$ cat config.mk
export PLATFORM = sky130hd
export DESIGN_NAME = uart_fe_rx
export DESIGN_NICKNAME = d
export VERILOG_FILES = /design/src/rtl/uart_fe_pkg.sv /design/src/rtl/uart_fe_sync.sv /design/src/rtl/uart_fe_frame.sv /design/src/rtl/uart_fe_ctrl.sv /design/src/rtl/uart_fe_rx.sv
export SDC_FILE = /design/constraint.sdc
export NUM_CORES = 1
export LEC_CHECK = 0
export ABC_AREA = 1
export BUFFER_PORTS_ARGS = -buffer_cell sky130_fd_sc_hd__buf_2
export CORE_MARGIN = 2
export CORE_UTILIZATION = 40
export CTS_CLUSTER_SIZE = 12
export DETAILED_ROUTE_END_ITERATION = 8
export GPL_ROUTABILITY_DRIVEN = 0
export PLACE_DENSITY_LB_ADDON = 0.05
export SLEW_MARGIN = 5
export SYNTH_ARGS = -nofsm -noshare
export SYNTH_HDL_FRONTEND = slang
export SYNTH_SLANG_ARGS = --single-unit
$ cat constraint.sdc
create_clock -name clk -period 3.7 [get_ports clk]
set_input_delay 0.37 -clock clk [delete_from_list [all_inputs] [get_ports clk]]
set_output_delay 0.37 -clock clk [all_outputs]
set_load 0.01 [all_outputs]
$ cat src/rtl/uart_fe_pkg.sv
package uart_fe_pkg;
  localparam int CTRL_W     = 8;
  localparam int CB_FLAG    = 0;
  localparam int CB_NINTH   = 2;
  localparam int CB_RXEN    = 4;
  localparam int CB_FMT_LO  = 6;
  localparam int CB_SHARED  = 7;

  typedef enum logic [1:0] {
    ST_IDLE,
    ST_START,
    ST_DATA,
    ST_STOP
  } rx_state_e;

  function automatic logic vote3(input logic a, input logic b, input logic c);
    return (a & b) | (a & c) | (b & c);
  endfunction
endpackage

$ cat src/rtl/uart_fe_sync.sv
module uart_fe_sync #(
  parameter int   STAGES  = 2,
  parameter logic RST_VAL = 1'b1
) (
  input  logic clk,
  input  logic rst,
  input  logic din,
  output logic dout
);
  logic [STAGES-1:0] chain;

  always_ff @(posedge clk) begin
    if (rst) chain <= {STAGES{RST_VAL}};
    else     chain <= {chain[STAGES-2:0], din};
  end

  assign dout = chain[STAGES-1];
endmodule

$ cat src/rtl/uart_fe_frame.sv
module uart_fe_frame
  import uart_fe_pkg::*;
#(
  parameter int OVS = 16,
  parameter int DW  = 8
) (
  input  logic          clk,
  input  logic          rst,
  input  logic          tick,
  input  logic          rxd,
  input  logic          rx_go,
  input  logic          nine_sel,
  input  logic          chk_on,
  output logic          done,
  output logic          stop_bad,
  output logic          done_nine,
  output logic [DW:0]   done_word
);
  localparam int CW = $clog2(OVS);
  localparam int BW = $clog2(DW + 1);
  localparam logic [CW-1:0] T_PRE  = CW'(OVS / 2 - 1);
  localparam logic [CW-1:0] T_MID  = CW'(OVS / 2);
  localparam logic [CW-1:0] T_POST = CW'(OVS / 2 + 1);
  localparam logic [CW-1:0] T_END  = CW'(OVS - 1);
  localparam logic [BW-1:0] LAST_S = BW'(DW - 1);
  localparam logic [BW-1:0] LAST_L = BW'(DW);

  rx_state_e     st;
  logic [CW-1:0] tcnt;
  logic [BW-1:0] bidx;
  logic          armed;
  logic          nine_q;
  logic          chk_q;
  logic          samp_a;
  logic          samp_b;
  logic [DW:0]   shreg;
  logic          vote;
  logic          is_last;

  assign vote    = vote3(samp_a, samp_b, rxd);
  assign is_last = (bidx == (nine_q ? LAST_L : LAST_S));

  always_ff @(posedge clk) begin
    if (rst) begin
      st       <= ST_IDLE;
      tcnt     <= '0;
      bidx     <= '0;
      armed    <= 1'b0;
      nine_q   <= 1'b0;
      chk_q    <= 1'b0;
      samp_a   <= 1'b1;
      samp_b   <= 1'b1;
      shreg    <= '0;
      done     <= 1'b0;
      stop_bad <= 1'b0;
    end else begin
      done     <= 1'b0;
      stop_bad <= 1'b0;
      if (tick) begin
        if (st == ST_IDLE) begin
          tcnt <= '0;
          if (rxd) begin
            armed <= 1'b1;
          end else begin
            armed <= 1'b0;
            if (armed && rx_go) begin
              st     <= ST_START;
              tcnt   <= CW'(1);
              bidx   <= '0;
              nine_q <= nine_sel;
              chk_q  <= chk_on;
            end
          end
        end else begin
          tcnt <= tcnt + 1'b1;
          if (tcnt == T_PRE) samp_a <= rxd;
          if (tcnt == T_MID) samp_b <= rxd;
          if (st == ST_START && tcnt == T_MID && rxd) begin
            st   <= ST_IDLE;
            tcnt <= '0;
          end else if (tcnt == T_POST) begin
            if (st == ST_DATA) begin
              shreg[bidx] <= vote;
              if (is_last && !chk_q) done <= 1'b1;
            end else if (st == ST_STOP) begin
              st    <= ST_IDLE;
              tcnt  <= '0;
              armed <= vote;
              if (chk_q) begin
                done     <= 1'b1;
                stop_bad <= !vote;
              end
            end
          end else if (tcnt == T_END) begin
            tcnt <= '0;
            if (st == ST_START) begin
              st <= ST_DATA;
            end else if (st == ST_DATA) begin
              if (is_last) st <= ST_STOP;
              else         bidx <= bidx + 1'b1;
            end
          end
        end
      end
    end
  end

  assign done_word = shreg;
  assign done_nine = nine_q;
endmodule

$ cat src/rtl/uart_fe_ctrl.sv
module uart_fe_ctrl
  import uart_fe_pkg::*;
#(
  parameter int DW = 8
) (
  input  logic              clk,
  input  logic              rst,
  input  logic              wr,
  input  logic [CTRL_W-1:0] wdata,
  input  logic              chk_on,
  input  logic              hw_done,
  input  logic              hw_bad,
  input  logic              hw_nine,
  input  logic [DW:0]       hw_word,
  output logic [CTRL_W-1:0] rdata,
  output logic [DW-1:0]     data_q,
  output logic              fmt_hi,
  output logic              fmt_lo,
  output logic              rx_en,
  output logic              ferr,
  output logic              flag
);
  logic ninth;

  always_ff @(posedge clk) begin
    if (rst) begin
      fmt_hi <= 1'b0;
      fmt_lo <= 1'b0;
      rx_en  <= 1'b0;
      ferr   <= 1'b0;
      flag   <= 1'b0;
      ninth  <= 1'b0;
      data_q <= '0;
    end else begin
      if (wr) begin
        if (chk_on) ferr   <= wdata[CB_SHARED];
        else        fmt_hi <= wdata[CB_SHARED];
        fmt_lo <= wdata[CB_FMT_LO];
        rx_en  <= wdata[CB_RXEN];
        ninth  <= wdata[CB_NINTH];
        flag   <= wdata[CB_FLAG];
      end
      if (hw_done) begin
        flag   <= 1'b1;
        data_q <= hw_word[DW-1:0];
        if (hw_nine) ninth <= hw_word[DW];
      end
      if (hw_bad) ferr <= 1'b1;
    end
  end

  always_comb begin
    rdata            = '0;
    rdata[CB_SHARED] = chk_on ? ferr : fmt_hi;
    rdata[CB_FMT_LO] = fmt_lo;
    rdata[CB_RXEN]   = rx_en;
    rdata[CB_NINTH]  = ninth;
    rdata[CB_FLAG]   = flag;
  end
endmodule

$ cat src/rtl/uart_fe_rx.sv
module uart_fe_rx
  import uart_fe_pkg::*;
#(
  parameter int OVS         = 16,
  parameter int DW          = 8,
  parameter int SYNC_STAGES = 2
) (
  input  logic              clk,
  input  logic              rst,
  input  logic              baud_tick,
  input  logic              rxd_in,
  input  logic              fchk_en,
  input  logic              ctrl_wr,
  input  logic [CTRL_W-1:0] ctrl_wdata,
  output logic [CTRL_W-1:0] ctrl_rdata,
  output logic [DW-1:0]     rx_data
);
  logic          rxd_s;
  logic          frm_done;
  logic          frm_bad;
  logic          frm_nine;
  logic [DW:0]   frm_word;
  logic          fmt_hi;
  logic          fmt_lo;
  logic          rx_en;
  logic          ferr_q;
  logic          flag_q;
  logic          rx_go;

  assign rx_go = rx_en & (fmt_hi | fmt_lo);

  uart_fe_sync #(
    .STAGES (SYNC_STAGES),
    .RST_VAL(1'b1)
  ) u_sync (
    .clk (clk),
    .rst (rst),
    .din (rxd_in),
    .dout(rxd_s)
  );

  uart_fe_frame #(
    .OVS(OVS),
    .DW (DW)
  ) u_frame (
    .clk      (clk),
    .rst      (rst),
    .tick     (baud_tick),
    .rxd      (rxd_s),
    .rx_go    (rx_go),
    .nine_sel (fmt_hi),
    .chk_on   (fchk_en),
    .done     (frm_done),
    .stop_bad (frm_bad),
    .done_nine(frm_nine),
    .done_word(frm_word)
  );

  uart_fe_ctrl #(
    .DW(DW)
  ) u_ctrl (
    .clk    (clk),
    .rst    (rst),
    .wr     (ctrl_wr),
    .wdata  (ctrl_wdata),
    .chk_on (fchk_en),
    .hw_done(frm_done),
    .hw_bad (frm_bad),
    .hw_nine(frm_nine),
    .hw_word(frm_word),
    .rdata  (ctrl_rdata),
    .data_q (rx_data),
    .fmt_hi (fmt_hi),
    .fmt_lo (fmt_lo),
    .rx_en  (rx_en),
    .ferr   (ferr_q),
    .flag   (flag_q)
  );
endmodule

==> Yosys cells after proc, flatten, opt, wreduce, memory -nomap -nowiden <==
Cells that the tools add are included.
{ "word_totals": {"reg_bits": 42, "inputBits": 14, "ramBits": 0, "output_inout_bits": 16, "latch_bits": 0, "wordCells": 135, "memories": 0, "romBits": 0} }
{ "op_classes": {"order_cmp": 2, "mux": 51, "n_mul": 0, "n_reduce_logical": 29, "n_eq_ne": 17, "bitwise": 15, "div": 0, "n_addsub": 2, "shifts": 0} }
{ "op_table": {"columns": ["operator", "count"], "rows": [
  ["4-bit two-way mux", 17],
  ["2-bit two-way mux", 11],
  ["1-bit two-way mux", 21],
  ["2-bit nonzero test", 7],
  ["4-bit == test, second input constant", 3],
  ["5-bit AND reduction", 2],
  ["5-bit nonzero test", 2],
  ["9-bit bitwise mux", 1],
  ["9-bit AND reduction", 1],
  ["4-bit by 1-bit adder with 4-bit output, second input constant", 2],
  ["2-bit by 1-bit inequality test with 1-bit output, second input constant", 4],
  ["4-bit by 2-bit inequality test with 1-bit output, second input constant", 2],
  ["1-bit NOT", 8],
  ["8-bit AND reduction", 1],
  ["8-bit OR reduction", 1],
  ["2-bit inequality test, second input constant", 3],
  ["3-bit AND reduction", 2],
  ["1-bit logical AND", 5],
  ["4-bit by 5-bit less-than comparator with 1-bit output, second input constant", 1],
  ["5-bit OR reduction", 1],
  ["1-bit AND", 4],
  ["1-bit demux with 4-bit select", 1],
  ["2-bit == test, second input constant", 2],
  ["4-bit by 3-bit == test with 1-bit output, second input constant", 1],
  ["other kinds (9)", 13]
]} }

==> Depth between registers and ports, before layout <==
Gate-level depths: netlist of the first run.
{ "logic_depth": {"ltp_word": 9, "ltp_mapped": 12} }

==> Hierarchy <==
A second synthesis of the first run with hierarchy kept.
{ "unflattened": {"hier_cells": 319, "area_unflattened_um2": 2212.1} }
{ "by_module_without_submodules": {"columns": ["mod", "seq_area_each_um2", "n_inst", "area_per_inst_um2", "cells_each"], "rows": [
  ["uart_fe_frame", 520.5, 1, 1536.5, 226],
  ["uart_fe_ctrl", 280.3, 1, 605.6, 83],
  ["uart_fe_sync", 40.0, 1, 58.8, 7],
  ["uart_fe_rx", 0.0, 1, 11.3, 3]
]} }

==> Least setup slack after synthesis of the first run <==
Ideal clock, no wire load.
{ "synth_timing": {"path_kind": "register to register", "from": "reg u_frame.st[1]", "to": "reg u_frame.bidx[2]", "setup_ns": 0.134, "arrival_ns": 1.436, "stages_incl_launch_ff": 12, "slack_ns": 2.130, "synth_period_minus_slack_ns": 1.570, "cell_sequence": "dfxtp_1 -> inv_1 -> ha_1 -> buf_4 -> inv_2 -> nand2_1 -> nand2_2 -> nand2_2 -> nor2_4 -> nand2_2 -> nand2_1 -> a21oi_1"} }
{ "synth_via": {"elab_chain_cells": 5, "word_cells_on_any_way": 15} }
{ "synth_rtl": {"columns": ["element", "line", "source"], "rows": [
  ["start, declared", "uart_fe_frame.sv:28", "rx_state_e st;"],
  ["start signal, assigned", "uart_fe_frame.sv:45", "st <= ST_IDLE;"],
  ["start signal, assigned", "uart_fe_frame.sv:67", "st <= ST_START;"],
  ["start signal, assigned", "uart_fe_frame.sv:79", "st <= ST_IDLE;"],
  ["2-bit by 1-bit == test with 1-bit output", "uart_fe_frame.sv:78, uart_fe_frame.sv:96", null],
  ["1-bit logical AND (2 in a row)", "uart_fe_frame.sv:78", "if (st == ST_START && tcnt == T_MID && rxd) begin"],
  ["2-bit by 1-bit inequality test with 1-bit output (no line)", null, null],
  ["9-bit AND reduction (no line)", null, null],
  ["end signal, assigned", "uart_fe_frame.sv:100", "else bidx <= bidx + 1'b1;"],
  ["end, declared", "uart_fe_frame.sv:30", "logic [BW-1:0] bidx;"]
]} }
Parallel ways exist; a longest one is shown, timed or not.
A chain may end at the register's enable or synchronous reset.

==> Final worst setup path of the first run <==
{ "layout_timing": {"from": "reg u_frame.tcnt[0]", "to": "reg u_frame.shreg[3] (netlist: u_frame.done_word[3])"} }
{ "layout_via": {"elab_chain_cells": 5, "word_cells_on_any_way": 6} }
{ "layout_rtl": {"columns": ["element", "line", "source"], "rows": [
  ["start, declared", "uart_fe_frame.sv:29", "logic [CW-1:0] tcnt;"],
  ["start signal, assigned", "uart_fe_frame.sv:75", "tcnt <= tcnt + 1'b1;"],
  ["4-bit == test", "uart_fe_frame.sv:78", null],
  ["1-bit logical AND (2 in a row)", "uart_fe_frame.sv:78", null],
  ["1-bit NOT (no line)", null, null],
  ["5-bit AND reduction (no line) *", null, null],
  ["end signal, assigned by index", "uart_fe_frame.sv:83", "shreg[bidx] <= vote;"],
  ["end, declared", "uart_fe_frame.sv:36", "logic [DW:0] shreg;"]
]} }
Mark *: on every way between the ends. The rest lies on a longest branch, timed or not.

==> results of run 1 <==
state kept, by name, summed over array words and instances (netlist names):
register / flops
u_ctrl.data_q: 8
u_ctrl.ferr: 1
u_ctrl.flag: 1
u_ctrl.fmt_hi: 1
u_ctrl.fmt_lo: 1
u_ctrl.ninth: 1
u_ctrl.rx_en: 1
u_frame.armed: 1
u_frame.bidx: 4
u_frame.chk_q: 1
u_frame.done: 1
u_frame.done_nine: 1
u_frame.done_word: 9
u_frame.samp_a: 1
u_frame.samp_b: 1
u_frame.st: 2
u_frame.stop_bad: 1
u_frame.tcnt: 4
u_sync.chain: 2
cell usage after synthesis:
cell	count
nor2_2	6
nor2_4	3
inv_1	31
o211ai_1	1
a31oi_1	1
o21ai_1	1
ha_1	11
clkbuf_1	3
o2111ai_1	1
buf_6	1
a21boi_0	1
nand4_1	8
o21ai_4	1
nand2_1	51
a311o_1	1
nor3_2	1
o21a_1	2
nand3_4	1
or2_2	2
o21ai_0	21
nand3_2	1
buf_4	9
conb_1	1
xor2_1	2
inv_2	3
buf_1	1
dfxtp_1	42
nor3_1	5
nor2_1	47
nand2_2	5
nand3_1	25
a21oi_1	24
o311a_1	1
path summary, 6_finish.rpt:
| path | cells after the start | endpoint | from | slack (ns) |
|---|---|---|---|---|
| hold / removal | 2 | u_sync.chain[0] | rxd_in | 0.26 |
| hold reg to reg | 1 | u_sync.chain[1] | u_sync.chain[0] | 0.41 |
| setup / recovery | 8 | u_frame.done_word[3] | u_frame.tcnt[0] | 1.72 |
| setup reg to reg | 8 | u_frame.done_word[3] | u_frame.tcnt[0] | 1.72 |
power by group through the flow:
stage | clock, uW | sequential (uW) | combinational [uW]
floorplan | 0 | 483 | 113
global placement | 0 | 486 | 135
detailed placement | 0 | 486 | 135
CTS | 454 | 476 | 136
global route | 476 | 478 | 155
finish | 442 | 475 | 135
routing by layer:
metal	up-vias	part of all wire [%]
li1	1055	-
met2	45	40
met4	0	0.56
met3	2	4.7
met1	882	54
met5	-	0
per-stage QoR:
stage	std cells	hold slack, ns
after global placement	397	0.3899
after detailed placement	397	0.3965
after global routing	405	0.2574
final	405	0.2560
after floorplan	316	0.3895
after CTS	405	0.2480
kinds of logic (layout without fill, tap and decap cells):
group	count (synthesis)	in the layout	synth area share [%]
AO/OA/AOI/OAI	55	55	13.83
XOR/XNOR	2	2	0.7775
adder cells (fa/ha/maj)	11	11	6.108
buffers and inverters	48	65	9.827
flip-flops	42	42	37.31
other	1	3	0.1664
AND/OR/NAND/NOR	155	155	31.98
critical path, delay by kind of cell (launching register included):
family,cells,cell delay [ns]
flops,1,0.42
simple gates,7,1.25
fa+ha+maj,1,0.22
layout make-up:
type / count / area (um2)
timing repair buffer: 23 / 115.1
multi-input combinational: 226 / 1199
clock inverter: 3 / 68.82
clock buffer: 5 / 68.82
inverter: 34 / 127.6
tap: 72 / 90.09
sequential: 42 / 840.8
fill: 598 / 2963
==> results.yml, run 1 <==
setup_path:
  critPathMaxFanout: 11
  cp_cell_sequence: "ha_1 -> nand3_4 -> nor3_2 -> nand2_2 -> nor2_2 -> nand3_1 -> nand2_1 -> nor2_1"
  cp_slowest_stage_delay_ns: 0.56
  worstSetupEndpointType: "register"
  start_kind: "register"
  cp.required_ns: 3.90
  cp.arrival_ns: 2.18
  slowest_stage: "nor3_2"
  path_class: "reg2reg"
yosys:
  yosysWarnings: 0
  synth_top_area_share_pct: 37.31
  syn_avg_cell_area_um2: 7.176
  yosysSeqAreaShare_pct: 37.31
  ys_seq_elements: 42
  syn_inst: 314
  yosysTopAreaCell: "dfxtp_1"
  synth.cell_area_um2: 2253
  synthTopCellsByArea: "dfxtp_1, nand2_1, nor2_1"
  yosysUniqueCellTypes: 33
grt:
  use_met2_pct: 24.15
  grt_antenna_before_repair: 0
  first_global_vias: 1737
  grt_use_met3_pct: 3.864
  grt_overflow: 0
  grt_pass1_wl_mm: 8.424
  use_met1_pct: 24.86
  grt_busiest_layer: "met1"
  grt_max_degree: 28
  grtUsageTotal_pct: 16.90
placement:
  port_buffers: 23
  post-place-ws_ns: 1.750
  place_area_um2: 2372
  dp_hpwl_mm: 3.567
timing:
  clock_skew_ns: 0.009547
  fin_crit_ns: 1.982
  final_hold_viol_count: 0
  setup_ws_ns: 1.718
  tightest_slew_ns: 0.7605
  tns_ns: 0
  setup_violations: 0
  final_max_slew_viol_count: 0
  max_freq_mhz: 504.6
  rsz0062_at_grt: "false"
  post-route-period-util_pct: 53.56
  relSlewSlack_pct: 49.25
flow_run:
  maxCapViolations: 0
routing:
  drc: 0
  viasPerCell: 4.899
  vias: 1984
  drt-initial-drc-count: 95
  wl_per_cell_um: 11.91
  wl_mm: 4.825
  first_pass_iters: 4
  ant_nets: 0
power:
  total_power_uw: 1052
  switchingPower_uw: 274.4
  p_int_uw: 778.0
  power.combinational.fraction_pct: 12.8
  vdd_drop_max_uv: 187.5
  p_seq_share_pct: 45.2
  p_leak_uw: 0.001036
  clockPowerShare_pct: 42.0
  power.share.switching_pct: 26.07
  powerDensity_nw_per_um2: 419.3
die:
  rows: 27
  io_pins: 30
  die-width_um: 79.06
  fp.dieH_um: 79.06
  start_util_pct: 41.18
  die-area_um2: 6250
  coreArea_um2: 5473
cts:
  cts_sinks: 42
  clk_pin_slew_ns: 0.09
  clock_path_buffers: 2
  ctsHoldBuffers: 0
  clk_latency_ns: 0.30
  cts_root_buf: "clkbuf_8"
  postCtsSetupBuffers: 0
  post_cts_resized: 0
  cts_made_buffers: 5
  tritoncts: "yes"
  h-tree-depth: 2
cells_and_area:
  mostFrequentLayoutCells: "nand2_1, nor2_1, dfxtp_1, inv_1, nand3_1"
  drive_gt1_share_pct: 16.22
  layout_commonest_cell: "nand2_1"
  diodes: 0
  fin_nets: 357
  postLayoutCoreUtil_pct: 45.86
  syn_to_final_growth_pct: 11.38
  stdcell_area_um2: 2510
run_status:
  status: "complete, no violations"
hold_path:
  holdCritPathClass: "in2reg"
No activity file was read; power rests on OpenSTA's default activity.
==> inputs of run 2 (changes only) <==
- clock period: 3.7 -> 1.75 ns (I/O delays scaled with it)
==> run 2 against run 1 <==
Net effect: power rose by 110%; sequential cell count did not move; cell area up 3.9%; global-route usage rose by 0.98 points; fmax is 25% higher; worst setup slack worse by 1.6 ns; final cell count is 3.0% higher; non-clock buffer count increased by 12; largest power group unchanged.
==> results.yml, run 2 (synthesis gave the netlist of run 1 again) <==
flow_run:
  maxCapViolations: 0
cts:
  ctsHoldBuffers: 0
  clock_path_buffers: 2
  post_cts_resized: 0
  cts_made_buffers: 5
  postCtsSetupBuffers: 0
  cts_root_buf: "clkbuf_8"
  clk_pin_slew_ns: 0.09
  cts_sinks: 42
  h-tree-depth: 2
  clk_latency_ns: 0.29
  tritoncts: "yes"
setup_path:
  path_class: "reg2reg"
  critPathTopFamily: "simple AND/OR/NAND/NOR gates"
  critPathMaxFanout: 5
  critPathBufInv: 1
  cp.arrival_ns: 1.78
  worstSetupEndpointType: "register"
  start_kind: "register"
  cp_slowest_stage_delay_ns: 0.39
  r2r_setup_slack_ns: 0.16
  slowest_stage: "dfxtp_1"
  cp.required_ns: 1.95
  cp_cell_sequence: "inv_1 -> ha_1 -> nand2_1 -> nor2_4 -> nor2_4 -> nand2_2 -> nor2_2 -> nand3_1 -> nand2_1 -> nor2_1"
timing:
  fin_crit_ns: 1.587
  final_hold_viol_count: 0
  post-route-period-util_pct: 90.67
  max_freq_mhz: 630.2
  tns_ns: 0
  rsz0062_at_grt: "false"
  final_max_slew_viol_count: 0
  clock_skew_ns: 0.007524
  setup_violations: 0
  hold_ws_ns: 0.07310
routing:
  drt-initial-drc-count: 70
  wl_per_cell_um: 11.99
  drc: 0
  vias: 1989
  first_pass_iters: 4
  ant_nets: 0
  viasPerCell: 4.770
  wl_mm: 5.000
cells_and_area:
  largest_reg_flops: 9
  drive_gt1_share_pct: 20.29
  fin_nets: 369
  multi_input_area_um2: 1206
  ff_latch_area_um2: 842.1
  layout_commonest_cell: "nand2_1"
  syn_to_final_growth_pct: 15.77
  nFillCells: 575
  stdcell_area_um2: 2609
  diodes: 0
  mostFrequentLayoutCells: "nand2_1, nor2_1, dfxtp_1, inv_1, nand3_1"
die:
  coreArea_um2: 5473
  die-area_um2: 6250
  fp.dieH_um: 79.06
  io_pins: 30
  rows: 27
  die-width_um: 79.06
  start_util_pct: 41.18
placement:
  dp_hpwl_mm: 3.773
  place_area_um2: 2462
  port_buffers: 23
run_status:
  status: "complete, no violations"
power:
  powerDensity_nw_per_um2: 860.5
  vdd_drop_max_uv: 433.8
  p_leak_uw: 0.001090
grt:
  grt_overflow: 0
  first_global_vias: 1845
  grt_antenna_before_repair: 0
  grt_max_degree: 15
  grt_pass1_wl_mm: 8.887
  grtUsageTotal_pct: 17.88
hold_path:
  holdCritPathClass: "in2reg"
-- run 2: cell count changes in the layout (fill, tap and decap cells not counted), sizes merged --
| cell | change |
|---|---|
| buf | +12 |
-- run 2: worst paths after layout --
| path | cells after the start | from | end |
|---|---|---|---|
| max | 10 | u_frame.st[1] | u_frame.done_word[1] |
| min reg2reg | 1 | u_sync.chain[0] | u_sync.chain[1] |
| max reg2reg | 10 | u_frame.st[1] | u_frame.done_word[1] |
| min | 2 | rxd_in | u_sync.chain[0] |
-- run 2: metal layers --
| metal | track usage [%] | part of all wire (%) | vias to the layer above |
|---|---|---|---|
| met4 | 4.655 | 0.48 | 0 |
| met3 | 3.409 | 4.0 | 2 |
| met1 | 26.61 | 54 | 872 |
| met5 | 0 | 0 | - |
| li1 | - | - | 1079 |
| met2 | 26.36 | 42 | 36 |
-- run 2: final cells by class --
class	count	share of cell area (%)
multi-input cells	226	46.24
clock buffers	5	2.638
flip-flops and latches	42	32.28
repair buffers	35	7.866
well taps	72	3.453
clock inverters	3	2.638
inverters	34	4.892
-- run 2: report_power, final --
group | internal, uW | switching, uW
clock network | 572 | 350
logic | 117 | 201
registers | 983 | 22.9
total | 1670 | 573
-- run 2: through the flow --
stage | cells | util, % | setup WS [ns] | total power [uW]
after floorplan | 316 | - | 0.1799 | 1260
after global placement | 409 | 44.99 | 0.1179 | 1341
after detailed placement | 409 | 44.99 | 0.08712 | 1342
after CTS | 417 | 47.51 | 0.08118 | 2274
after global routing | 417 | 47.67 | 0.004992 | 2373
final | 417 | 47.67 | 0.1633 | 2245
